[config.mk]
export PLATFORM = sky130hd
export DESIGN_NAME = stipcopy_engine
export DESIGN_NICKNAME = d
export VERILOG_FILES = /design/src/rtl/stipcopy_pkg.sv /design/src/rtl/stipcopy_decode.sv /design/src/rtl/stipcopy_seq.sv /design/src/rtl/stipcopy_engine.sv
export SDC_FILE = /design/constraint.sdc
export NUM_CORES = 1
export LEC_CHECK = 0
export BUFFER_PORTS_ARGS = -buffer_cell sky130_fd_sc_hd__buf_2
export CAP_MARGIN = 20
export CORE_AREA = 2 2 187 97
export CTS_BUF_LIST = sky130_fd_sc_hd__clkbuf_4 sky130_fd_sc_hd__clkbuf_8
export DETAILED_ROUTE_END_ITERATION = 6
export DIE_AREA = 0 0 189 99
export HOLD_SLACK_MARGIN = 0.03
export PLACE_DENSITY = 0.52
export SLEW_MARGIN = 20
export SYNTH_ARGS = -nofsm -noshare
export SYNTH_HDL_FRONTEND = slang
export SYNTH_SLANG_ARGS = --single-unit
[constraint.sdc]
create_clock -name clk -period 2.5 [get_ports clk]
set_input_delay 0.25 -clock clk [delete_from_list [all_inputs] [get_ports clk]]
set_output_delay 0.25 -clock clk [all_outputs]
set_load 0.02 [all_outputs]
[src/rtl/stipcopy_pkg.sv]
package stipcopy_pkg;
   localparam int WORD_W    = 32;
   localparam int PIX_W     = 8;
   localparam int RUN_MAX   = 32;
   localparam int CNT_W     = $clog2(RUN_MAX);
   localparam int SRC_W     = 24;
   localparam int LEN_LSB   = 24;
   localparam logic [SRC_W-1:0] FILL_KEY = '1;

   typedef enum logic [2:0] {
      ST_IDLE,
      ST_STIP,
      ST_FILL,
      ST_CRD,
      ST_CWR
   } eng_state_t;
endpackage

[src/rtl/stipcopy_decode.sv]
module stipcopy_decode
   import stipcopy_pkg::*;
#(
   parameter int PIX_AW = 20,
   localparam int BUS_AW = PIX_AW + 3
) (
   input  logic              clk,
   input  logic              rst_n,
   input  logic              bus_wr,
   input  logic              bus_rd,
   input  logic [BUS_AW-1:0] bus_addr,
   input  logic [WORD_W-1:0] bus_wdata,
   input  logic              busy,
   output logic [PIX_W-1:0]  colour,
   output logic              start,
   output logic [PIX_AW-1:0] cmd_dst,
   output logic              bus_ready,
   output logic [WORD_W-1:0] bus_rdata
);
   logic exec_wr;
   logic unused_dec;

   assign exec_wr   = bus_wr && bus_addr[2];
   assign start     = exec_wr && !busy;
   assign bus_ready = !(exec_wr && busy);
   assign cmd_dst   = bus_addr[BUS_AW-1:3];
   assign bus_rdata = '0;
   assign unused_dec = ^{bus_rd, bus_addr[1:0], bus_wdata[WORD_W-1:PIX_W]};

   always_ff @(posedge clk or negedge rst_n) begin
      if (!rst_n)
         colour <= '0;
      else if (bus_wr && !bus_addr[2])
         colour <= bus_wdata[PIX_W-1:0];
   end
endmodule

[src/rtl/stipcopy_seq.sv]
module stipcopy_seq
   import stipcopy_pkg::*;
#(
   parameter int PIX_AW = 20
) (
   input  logic              clk,
   input  logic              rst_n,
   input  logic              start,
   input  logic              cmd_blit,
   input  logic [WORD_W-1:0] cmd_data,
   input  logic [PIX_AW-1:0] cmd_dst,
   input  logic [PIX_W-1:0]  colour,
   output logic              busy,
   output logic [PIX_AW-1:0] ram_addr,
   output logic              ram_re,
   output logic              ram_we,
   output logic [PIX_W-1:0]  ram_wdata,
   input  logic [PIX_W-1:0]  ram_rdata
);
   eng_state_t        state_q;
   logic [CNT_W-1:0]  cnt_q, last_q;
   logic [PIX_AW-1:0] dst_q, src_q;
   logic [WORD_W-1:0] mask_q;
   logic [PIX_W-1:0]  col_q;
   logic              run_end;
   logic              unused_seq;

   assign run_end    = (cnt_q == last_q);
   assign unused_seq = ^cmd_data[WORD_W-1:LEN_LSB+CNT_W];

   always_ff @(posedge clk or negedge rst_n) begin
      if (!rst_n) begin
         state_q <= ST_IDLE;
         cnt_q   <= '0;
         last_q  <= '0;
         dst_q   <= '0;
         src_q   <= '0;
         mask_q  <= '0;
         col_q   <= '0;
      end else begin
         case (state_q)
            ST_IDLE: if (start) begin
               dst_q <= cmd_dst;
               col_q <= colour;
               cnt_q <= '0;
               if (!cmd_blit) begin
                  mask_q  <= cmd_data;
                  last_q  <= CNT_W'(RUN_MAX - 1);
                  state_q <= ST_STIP;
               end else begin
                  last_q  <= cmd_data[LEN_LSB +: CNT_W];
                  src_q   <= cmd_data[PIX_AW-1:0];
                  state_q <= (cmd_data[SRC_W-1:0] == FILL_KEY) ? ST_FILL : ST_CRD;
               end
            end
            ST_STIP, ST_FILL: begin
               mask_q <= {mask_q[WORD_W-2:0], 1'b0};
               dst_q  <= dst_q + 1'b1;
               cnt_q  <= cnt_q + 1'b1;
               if (run_end) state_q <= ST_IDLE;
            end
            ST_CRD: begin
               src_q   <= src_q + 1'b1;
               state_q <= ST_CWR;
            end
            ST_CWR: begin
               dst_q   <= dst_q + 1'b1;
               cnt_q   <= cnt_q + 1'b1;
               state_q <= run_end ? ST_IDLE : ST_CRD;
            end
            default: state_q <= ST_IDLE;
         endcase
      end
   end

   always_comb begin
      busy      = (state_q != ST_IDLE);
      ram_re    = (state_q == ST_CRD);
      ram_addr  = ram_re ? src_q : dst_q;
      ram_we    = ((state_q == ST_STIP) && mask_q[WORD_W-1]) ||
                  (state_q == ST_FILL) || (state_q == ST_CWR);
      ram_wdata = (state_q == ST_CWR) ? ram_rdata : col_q;
   end
endmodule

[src/rtl/stipcopy_engine.sv]
module stipcopy_engine
   import stipcopy_pkg::*;
#(
   parameter int PIX_AW = 20,
   localparam int BUS_AW = PIX_AW + 3
) (
   input  logic              clk,
   input  logic              rst_n,
   input  logic              bus_wr,
   input  logic              bus_rd,
   input  logic              bus_sel_blit,
   input  logic [BUS_AW-1:0] bus_addr,
   input  logic [WORD_W-1:0] bus_wdata,
   output logic [WORD_W-1:0] bus_rdata,
   output logic              bus_ready,
   output logic              busy,
   output logic [PIX_AW-1:0] ram_addr,
   output logic              ram_re,
   output logic              ram_we,
   output logic [PIX_W-1:0]  ram_wdata,
   input  logic [PIX_W-1:0]  ram_rdata
);
   generate
      if (PIX_AW < 6 || PIX_AW > SRC_W) begin : g_bad_aw
         $error("stipcopy_engine: PIX_AW must lie in 6..24");
      end
   endgenerate

   logic [PIX_W-1:0]  colour;
   logic              start;
   logic [PIX_AW-1:0] cmd_dst;

   stipcopy_decode #(.PIX_AW(PIX_AW)) u_dec (
      .clk       (clk),
      .rst_n     (rst_n),
      .bus_wr    (bus_wr),
      .bus_rd    (bus_rd),
      .bus_addr  (bus_addr),
      .bus_wdata (bus_wdata),
      .busy      (busy),
      .colour    (colour),
      .start     (start),
      .cmd_dst   (cmd_dst),
      .bus_ready (bus_ready),
      .bus_rdata (bus_rdata)
   );

   stipcopy_seq #(.PIX_AW(PIX_AW)) u_seq (
      .clk       (clk),
      .rst_n     (rst_n),
      .start     (start),
      .cmd_blit  (bus_sel_blit),
      .cmd_data  (bus_wdata),
      .cmd_dst   (cmd_dst),
      .colour    (colour),
      .busy      (busy),
      .ram_addr  (ram_addr),
      .ram_re    (ram_re),
      .ram_we    (ram_we),
      .ram_wdata (ram_wdata),
      .ram_rdata (ram_rdata)
   );
endmodule

==> results.yml <==
final_layout:
  most-common-layout-cells: "nand2_1, dfrtp_1, buf_2, o21ai_0, a21oi_1"
  fill_cells: 1796
  drive_above_1_share: 0.230
  fin_area_sq_um: 6650
  area_growth_pct: 12.4
  layout_commonest_cell: "nand2_1"
  diodes: 0
  final_nets: 815
global_route:
  grt_pass1_vias: 4853
  grt_use_total: 0.184
  antenna_found_initial: 0
  grt_first_pass_wirelength_um: 26700
  grt_overflow: 0
  grt_max_degree: 72
placed_design:
  postPlaceCellArea_sq_um: 6460
  hpwlAfterDp_um: 12600
  port_buffers: 96
  gp_congestion: 0.820
  dp_slack_ns: 0.328
run:
  cap_violations: 0
clocking:
  cts_root_buf: "clkbuf_8"
  h-tree-depth: 3
  clockBufferDepth: 2
  clk_transition_reported_paths_ns: 0.12
  cts_made_buffers: 9
  clk_latency_ns: 0.40
  post_cts_buffers: 0
  clock-sinks: 101
  tritoncts: "done"
route:
  wl_per_cell_um: 17.3
  ant_nets: 0
  drt-total-wl_um: 17000
  via_count: 5123
  firstDrtPassIters: 5
  drt-initial-drc-count: 409
  drc: 0
  via_per_inst: 5.22
pwr:
  leakagePower_nw: 3.13
  power_mw: 8.08
  powerDensity_nw_per_um2: 1210
  peakVddDrop_mv: 0.436
synth:
  synth.distinct_cells: 65
  ys_seq_area_frac: 0.427
  async_flop_share: 1.00
  synth.cell_area_sq_um: 5920
  syn_area_per_cell_sq_um: 8.90
  synthFlopType: "dfrtp_1"
  synth_cells: 665
  synth-edff-count: 0
  ys_ff_latch: 101
  yosys_warnings: 0
floorplan:
  die_x_um: 189
  start_util: 0.347
  rows: 34
  die_area_sq_um: 18700
  io_pins: 132
  die_h_um: 99
  core_sq_um: 17100
sta:
  relSlewSlack: 0.395
  worstMarginPinSlew_ns: 0.907
  period_share: 0.934
  final_hold_viol_count: 0
  period_needed_ns: 2.33
  fin_tns_setup_ns: 0
  rsz0062_at_grt: "no"
  fmax_mhz: 428
  finalMaxSlewViolations: 0
  setup_slack_ns: 0.165
  setup_viol: 0
  finalClockSkew_ns: 0.0262
setup_path:
  cp-start-kind: "flip-flop"
  critPathKind: "reg2out"
  rrSetupSlack_ns: 0.31
  critical_path_arrival_ns: 2.08
  critPathRequiredTime_ns: 2.25
  path_max_fanout: 12
  cp-end-kind: "primary output"
status:
  status: "finished clean"
min_path:
  min_path_type: "in2reg"
-- area by class of cell --
class                      count  area (sq um)  share of cell area
clock inverter                 5          42.5             0.00639
multi-input combinational    509          2990               0.449
clock buffer                  10           138              0.0207
tap                          234           293              0.0440
inverter                      13          48.8             0.00733
sequential                   101          2530               0.380
timing repair buffer         110           616              0.0925
-- cells by family (layout without fill, tap and decap cells) --
family          after synthesis  after routing  synth area share
xor+xnor                     15             15            0.0222
fa+ha+maj                     4              4           0.00825
other cells                   1             32          0.000634
simple gates                253            253             0.205
compound gates              157            157             0.163
mux                          48             48            0.0846
buf+inv                      86            138            0.0894
flops                       101            101             0.427
-- state kept, by name (all words and copies together), names as in the netlist --
register,count
u_seq.last_q,5
u_seq.src_q,20
u_seq.mask_q,32
u_seq.cnt_q,5
u_dec.colour,8
u_seq.dst_q,20
u_seq.col_q,8
u_seq.state_q,3
-- cells in the mapped netlist (8+ instances only) --
cell | instances | area, sq um
nand2_1 | 144 | 541
dfrtp_1 | 101 | 2530
o21ai_0 | 63 | 315
buf_4 | 37 | 278
a21oi_1 | 35 | 175
mux2i_1 | 32 | 320
nor2_1 | 28 | 105
nand3_1 | 23 | 115
nand4_1 | 18 | 113
mux2_2 | 16 | 180
clkbuf_1 | 15 | 56.3
inv_1 | 12 | 45.0
buf_2 | 11 | 55.1
a31oi_1 | 9 | 56.3
xor2_1 | 8 | 70.1
-- per-stage QoR --
stage | std cells | utilization | hold WS, ns
6_report | 982 | 0.390 | 0.0750
5_1_grt | 982 | 0.390 | 0.0608
4_1_cts | 982 | 0.390 | 0.0659
3_5_place_dp | 966 | 0.379 | 0.236
3_3_place_gp | 966 | 0.379 | 0.227
2_1_floorplan | 696 | - | -0.0456
-- routing by layer --
| metal | vias to the layer above | wire length [um] | global-route usage |
|---|---|---|---|
| met3 | 12 | 898 | 0.0392 |
| met1 | 2532 | 9030 | 0.289 |
| met4 | 0 | 114 | 0.0325 |
| met5 | - | 0 | 0 |
| li1 | 2421 | - | - |
| met2 | 158 | 6940 | 0.255 |
-- critical path: stages (launching register included) --
cell and delay [ns]:
dfrtp_1 0.58, nor2_1 0.25, and2_2 0.32, mux2_2 0.37
buf_2 0.16
-- repair_timing --
item / CTS / global route
endpoints found under the setup margin: 0 / 19
hold endpoints to repair: 30 / 0
hold buffers: 1 / 0
resized for setup: 0 / 3
-- final timing paths --
path | startpoint | end | cells past startpoint
worst max-delay path | u_seq.state_q[1] | ram_wdata[6] | 4
worst min-delay path | bus_addr[21] | u_seq.dst_q[18] | 3
worst max register to register | u_seq.state_q[1] | u_seq.dst_q[7] | 5
worst min register to register | u_dec.colour[3] | u_seq.col_q[3] | 2
max in group asynchronous | rst_n | u_seq.state_q[0] | 3
min in group asynchronous | rst_n | u_seq.mask_q[3] | 2
-- where the power goes --
| part | internal, mW | switching, mW |
|---|---|---|
| logic | 1.52 | 2.39 |
| clock network | 0.401 | 0.641 |
| registers | 2.37 | 0.754 |
| total | 4.29 | 3.79 |
No activity file was read; power rests on OpenSTA's default activity.
